--- config.mk ---
export PLATFORM = sky130hd
export DESIGN_NAME = busy_countdown
export DESIGN_NICKNAME = d
export VERILOG_FILES = /design/src/rtl/busy_countdown_pkg.sv /design/src/rtl/bc_entry.sv /design/src/rtl/bc_match.sv /design/src/rtl/bc_alloc.sv /design/src/rtl/busy_countdown.sv
export SDC_FILE = /design/constraint.sdc
export NUM_CORES = 1
export LEC_CHECK = 0
export BUFFER_PORTS_ARGS = -buffer_cell sky130_fd_sc_hd__buf_4
export CORE_MARGIN = 8
export CORE_UTILIZATION = 45
export CTS_CLUSTER_SIZE = 10
export DETAILED_ROUTE_END_ITERATION = 8
export PLACE_DENSITY = 0.66
export SLEW_MARGIN = 20
export SYNTH_ARGS = -nofsm -noshare
export SYNTH_HDL_FRONTEND = slang
export SYNTH_SLANG_ARGS = --single-unit
export TNS_END_PERCENT = 5
--- constraint.sdc ---
create_clock -name clk_i -period 2.65 [get_ports clk_i]
set_clock_uncertainty 0.2 [all_clocks]
set_input_delay 0.3975 -clock clk_i [delete_from_list [all_inputs] [get_ports clk_i]]
set_output_delay 0.3975 -clock clk_i [all_outputs]
set_load 0.02 [all_outputs]
--- src/rtl/busy_countdown_pkg.sv ---
package busy_countdown_pkg;
  localparam int unsigned DEF_ENTRIES = 4;
  localparam int unsigned DEF_MASK_W  = 4;
  localparam int unsigned DEF_CNT_W   = 4;

  typedef enum logic {ENT_IDLE = 1'b0, ENT_BUSY = 1'b1} ent_state_e;
endpackage

--- src/rtl/bc_entry.sv ---
module bc_entry
  import busy_countdown_pkg::*;
#(
  parameter int unsigned W  = DEF_MASK_W,
  parameter int unsigned CW = DEF_CNT_W
) (
  input  logic          clk_i,
  input  logic          rst_ni,
  input  logic          tick_i,
  input  logic          add_i,
  input  logic [CW-1:0] add_len_i,
  input  logic [W-1:0]  key_pri_i,
  input  logic [W-1:0]  key_sub_i,
  output logic          valid_o,
  output logic [W-1:0]  pri_o,
  output logic [W-1:0]  sub_o,
  output logic          free_o
);
  localparam logic [CW-1:0] CNT_MAX = {CW{1'b1}};

  ent_state_e    state_q;
  logic [CW-1:0] cnt_q, cnt_dec, cnt_sat;
  logic [CW:0]   cnt_sum;
  logic [W-1:0]  pri_q, sub_q;
  logic          live;

  assign live    = (state_q == ENT_BUSY);
  // decrement before add
  assign cnt_dec = (tick_i && live && cnt_q != '0) ? cnt_q - 1'b1 : cnt_q;
  assign cnt_sum = {1'b0, cnt_dec} + {1'b0, add_len_i};
  assign cnt_sat = cnt_sum[CW] ? CNT_MAX : cnt_sum[CW-1:0];
  assign free_o  = live && tick_i && (cnt_dec == '0) && !add_i;

  always_ff @(posedge clk_i or negedge rst_ni) begin
    if (!rst_ni) begin
      state_q <= ENT_IDLE;
      cnt_q   <= '0;
      pri_q   <= '0;
      sub_q   <= '0;
    end else if (add_i) begin
      state_q <= ENT_BUSY;
      cnt_q   <= cnt_sat;
      pri_q   <= key_pri_i;
      sub_q   <= key_sub_i;
    end else if (free_o) begin
      state_q <= ENT_IDLE;
      cnt_q   <= '0;
    end else begin
      cnt_q   <= cnt_dec;
    end
  end

  assign valid_o = live;
  assign pri_o   = pri_q;
  assign sub_o   = sub_q;
endmodule

--- src/rtl/bc_match.sv ---
module bc_match #(
  parameter int unsigned N = 4,
  parameter int unsigned W = 4
) (
  input  logic [N-1:0]   valid_i,
  input  logic [N*W-1:0] pri_i,
  input  logic [N*W-1:0] sub_i,
  input  logic [W-1:0]   key_pri_i,
  input  logic [W-1:0]   key_sub_i,
  output logic [N-1:0]   hit_o,
  output logic           any_o
);
  for (genvar i = 0; i < N; i++) begin : g_cmp
    assign hit_o[i] = valid_i[i] && (pri_i[i*W +: W] == key_pri_i)
                                 && (sub_i[i*W +: W] == key_sub_i);
  end
  assign any_o = |hit_o;
endmodule

--- src/rtl/bc_alloc.sv ---
module bc_alloc #(
  parameter int unsigned N = 4
) (
  input  logic [N-1:0] valid_i,
  output logic [N-1:0] grant_o,
  output logic         any_free_o
);
  logic [N:0] seen;
  assign seen[0] = 1'b0;
  // lowest-index idle entry wins
  for (genvar i = 0; i < N; i++) begin : g_pick
    assign grant_o[i]  = !valid_i[i] && !seen[i];
    assign seen[i+1]   = seen[i] || !valid_i[i];
  end
  assign any_free_o = seen[N];
endmodule

--- src/rtl/busy_countdown.sv ---
module busy_countdown
  import busy_countdown_pkg::*;
#(
  parameter int unsigned N  = DEF_ENTRIES,
  parameter int unsigned W  = DEF_MASK_W,
  parameter int unsigned CW = DEF_CNT_W
) (
  input  logic           clk_i,
  input  logic           rst_ni,
  input  logic           issue_valid_i,
  input  logic           issue_reserved_i,
  input  logic [W-1:0]   issue_pri_i,
  input  logic [W-1:0]   issue_sub_i,
  input  logic [CW-1:0]  issue_len_i,
  input  logic           tick_i,
  output logic           full_o,
  output logic [N-1:0]   free_vec_o,
  output logic [N*W-1:0] free_pri_o,
  output logic [N*W-1:0] free_sub_o,
  output logic [W-1:0]   res_rel_o,
  output logic [N-1:0]   sub_rel_o
);
  logic [W-1:0]   key_sub;
  logic           use_busy, use_zero;
  logic [N-1:0]   ent_valid, ent_free, hit_vec, grant_vec, add_vec;
  logic [N*W-1:0] ent_pri, ent_sub;
  logic           any_hit, any_free;
  logic [W-1:0]   rel_d;
  logic [N-1:0]   sub_d;

  assign key_sub  = issue_reserved_i ? issue_pri_i : issue_sub_i;
  assign use_busy = issue_valid_i && (issue_len_i != '0);
  assign use_zero = issue_valid_i && (issue_len_i == '0);

  bc_match #(.N(N), .W(W)) u_match (
    .valid_i   (ent_valid),
    .pri_i     (ent_pri),
    .sub_i     (ent_sub),
    .key_pri_i (issue_pri_i),
    .key_sub_i (key_sub),
    .hit_o     (hit_vec),
    .any_o     (any_hit)
  );

  bc_alloc #(.N(N)) u_alloc (
    .valid_i    (ent_valid),
    .grant_o    (grant_vec),
    .any_free_o (any_free)
  );

  for (genvar i = 0; i < N; i++) begin : g_ent
    assign add_vec[i] = use_busy && (any_hit ? hit_vec[i] : grant_vec[i]);

    bc_entry #(.W(W), .CW(CW)) u_entry (
      .clk_i     (clk_i),
      .rst_ni    (rst_ni),
      .tick_i    (tick_i),
      .add_i     (add_vec[i]),
      .add_len_i (issue_len_i),
      .key_pri_i (issue_pri_i),
      .key_sub_i (key_sub),
      .valid_o   (ent_valid[i]),
      .pri_o     (ent_pri[i*W +: W]),
      .sub_o     (ent_sub[i*W +: W]),
      .free_o    (ent_free[i])
    );

    assign sub_d[i] = ent_free[i] && ($countones(ent_pri[i*W +: W]) == 1);

    always_ff @(posedge clk_i or negedge rst_ni) begin
      if (!rst_ni) begin
        free_pri_o[i*W +: W] <= '0;
        free_sub_o[i*W +: W] <= '0;
      end else if (ent_free[i]) begin
        free_pri_o[i*W +: W] <= ent_pri[i*W +: W];
        free_sub_o[i*W +: W] <= ent_sub[i*W +: W];
      end
    end
  end

  always_comb begin
    rel_d = use_zero ? issue_pri_i : '0;
    for (int i = 0; i < N; i++) begin
      if (ent_free[i]) rel_d = rel_d | ent_pri[i*W +: W];
    end
  end

  always_ff @(posedge clk_i or negedge rst_ni) begin
    if (!rst_ni) begin
      free_vec_o <= '0;
      res_rel_o  <= '0;
      sub_rel_o  <= '0;
    end else begin
      free_vec_o <= ent_free;
      res_rel_o  <= rel_d;
      sub_rel_o  <= sub_d;
    end
  end

  assign full_o = !any_free;
endmodule

==> flow_summary.ini <==
[die]
die_h_um = 128
dieArea_sq_um = 16400
ios = 62
core_sq_um = 12400
die_x_um = 128
initial_core_util_pct = 45.5
num_rows = 41

[timing]
setup_viol = 2
post-route-min-period_ns = 2.67
setup_slack_ns = -0.0151
post-route-period-util_pct = 101
grt_setup_unrepaired = yes
maxSlewViolCount = 0
slew_headroom_pct = 61.9
finalHoldViolCount = 0
tightest_slew_ns = 0.571
timing.fmax_mhz = 375

[drt]
drt_iter0_markers = 148
dr_total_vias = 3832
drt-total-wl_um = 12700
drcViolationCount = 0
wl_per_cell_um = 16.4
ant_nets = 0
vias_per_cell = 4.96
dr.pass1.iters = 4

[cts]
path_clk_slew_ns = 0.07
clock_path_buffers = 2
clk_latency_ns = 0.35
cts_num_sinks = 96
root_buffer = clkbuf_16
h-tree-depth = 3
tritoncts = yes
numCtsBuffers = 9

[cells_and_area]
post-route-util_pct = 58.7
layout.nets = 649
n_fill_cell = 1032
antenna_cells = 0
multi_input_area_sq_um = 3160
regArea_sq_um = 2400
drive_gt1_share_pct = 42.0
area_growth_pct = 29.1

[synth]
synth_area_sq_um = 5640
yosys.area.top_type = dfrtp_1
ys_warn_count = 0
synth_edf_count = 0
ys.flop_type = dfrtp_1
synthCells = 477
async_reset_ff_share_pct = 100
yosysSeqAreaShare_pct = 42.6
ys_ff_latch = 96
ys_types = 47
synth_area_leaders = dfrtp_1 43%, mux2_4 8.5%, mux2_2 6.8%, ha_1 6.4%, xnor2_1 4.8%
syn-num-nets = 531
yosysTopAreaCellShare_pct = 42.6
avgSynthCellArea_sq_um = 11.8

[global_route]
first_global_vias = 4168
grt_usage_pct = 16.4
antenna_found_initial = 0
grt_pass1_wl_um = 21200
grt_max_degree = 46
overflow = 0

[worst_setup_path]
reg2reg_from = g_ent[3].u_entry.cnt_q[1]
r2r_end = g_ent[3].u_entry.cnt_q[3]
crit_fanout = 4
cp.required_ns = 2.68
endpoint_kind = flip-flop
worst_setup_path_start_kind = flip-flop
ff2ff_setup_slack_ns = -0.02
critPathArrivalTime_ns = 2.70
timing_worst_setup_path_type = reg2reg
reg2regPathDepth = 11

[hold_path]
hold_depth = 3
min_from = issue_pri_i[3]
min_path_type = in2reg
holdPathEnd = g_ent[0].u_entry.pri_o[3]

[outcome]
status = finished with violations
violations = setup timing

[power]
ir_drop_mv = 0.591
power.density_nw_per_um2 = 1250
p_leak_nw = 3.45
p_total_mw = 9.10

[place]
dp_hpwl_um = 9820
routabilityCongestion = 0.802
port_buffers = 61

[run]
cap_viol_max_count = 0
## layer usage
| layer | up-vias | part of all wire (%) | wire (um) | GRT usage [%] |
|---|---|---|---|---|
| met5 | - | 0 | 0 | 0 |
| met1 | 1872 | 43 | 5420 | 19.5 |
| li1 | 1878 | - | - | - |
| met4 | 0 | 2.1 | 267 | 6.92 |
| met3 | 17 | 4.0 | 502 | 3.29 |
| met2 | 65 | 51 | 6470 | 28.5 |
## cell usage in the layout, fill, tap and decap left out, types with 9 or more instances in the layout
cell type  count
a21o_1        11
buf_4        111
clkbuf_16      9
dfrtp_1       96
ha_1          23
inv_1         46
mux2_2        34
mux2_4        32
nand2_1       19
nor2_1        17
xnor2_1       25
xor2_1        15
## cell families after synthesis
family | after synthesis | share of synthesized area (%)
AOI/OAI and AO/OA | 58 | 7.29
adders and majority gates | 37 | 9.27
muxes | 86 | 19.9
buffers and inverters | 63 | 5.17
DFF | 96 | 42.6
and+or+nand+nor | 90 | 8.54
xor gates and xnor gates | 47 | 7.29
## worst max-delay path: stages, from the launching register on
cell	delay [ns]
dfrtp_1	0.37
inv_2	0.06
ha_4	0.17
a21oi_4	0.23
xnor2_2	0.11
ha_2	0.19
fa_2	0.34
a21o_1	0.17
a21o_1	0.19
buf_4	0.14
nand2b_1	0.13
mux2_4	0.25
## through the flow
step           hold WS (ns)  cell area, sq um  instances  worst slack [ns]  setup TNS, ns
6_report              0.255              7290        772           -0.0151        -0.0287
5_1_grt               0.244              7290        772            -0.116         -0.655
4_1_cts               0.245              7070        765           -0.0718         -0.186
3_5_place_dp          0.145              6720        748            -0.395          -6.90
3_3_place_gp          0.140              6720        748            -0.351          -5.01
2_1_floorplan       -0.0981              5660        477            0.0289              0
## how the worst max path moves through the flow
stage / end / slack, ns / from
after floorplan: g_ent[3].u_entry.cnt_q[1] / 0.03 / g_ent[3].u_entry.cnt_q[0]
after global routing: g_ent[3].u_entry.cnt_q[2] / -0.12 / g_ent[3].u_entry.cnt_q[1]
after detailed placement: g_ent[3].u_entry.pri_o[3] / -0.40 / issue_reserved_i
after global placement: g_ent[3].u_entry.sub_o[0] / -0.35 / issue_reserved_i
final: g_ent[3].u_entry.cnt_q[3] / -0.02 / g_ent[3].u_entry.cnt_q[1]
after CTS: g_ent[1].u_entry.cnt_q[2] / -0.07 / g_ent[1].u_entry.cnt_q[1]
## cell type report
cell class | instances | share of cell area [%]
multi-input combinational | 318 | 43.4
clock inverter | 6 | 0.927
tap | 172 | 2.95
inverter | 49 | 2.52
timing repair buffer | 121 | 13.9
sequential | 96 | 33.0
clock buffer | 10 | 3.28
## timing repair
item	4_1_cts	5_1_grt
setup buffers	0	7
gates resized for setup	8	38
hold buffers	1	0
pin swaps	1	9
endpoints found under the setup margin	13	29
cloned	0	0
hold endpoints to repair	27	0
## cells in the mapped netlist, types with 2 or more instances
master    count
buf_4         2
nand4_1       8
mux2i_1      10
buf_1         4
a21oi_2       4
o22a_1        4
nand2b_1      5
nor4_1        4
inv_1        49
a21o_1       11
o21bai_2      2
a211oi_1      3
fa_1          8
nand2_1      19
mux2_1        6
mux2_4       32
nor2_1       18
ha_1         29
or2_2         3
o211ai_1      4
a21oi_1       9
o21ai_1       4
dfrtp_1      96
nor4b_1       3
nor3_1        6
nand3_1       5
a22oi_1       4
xor2_1       16
nor2b_1       9
or3_1         3
buf_6         6
mux2_2       34
mux2i_4       4
buf_2         2
o21ai_0       9
xnor2_1      31
## where the power goes
part,leakage (nW),internal [mW],switching (mW)
sequential,1.19,2.12,0.551
combinational,2.12,2.72,2.40
clock,0.145,0.760,0.552
## registers in the layout, indices dropped and copies added, names as in the netlist
name                   cells
free_pri_o                16
free_sub_o                16
g_ent.u_entry.cnt_q       16
g_ent.u_entry.pri_o       16
g_ent.u_entry.sub_o       16
free_vec_o                 4
g_ent.u_entry.valid_o      4
res_rel_o                  4
sub_rel_o                  4
Note: power is estimated with default switching activity, not from simulation.
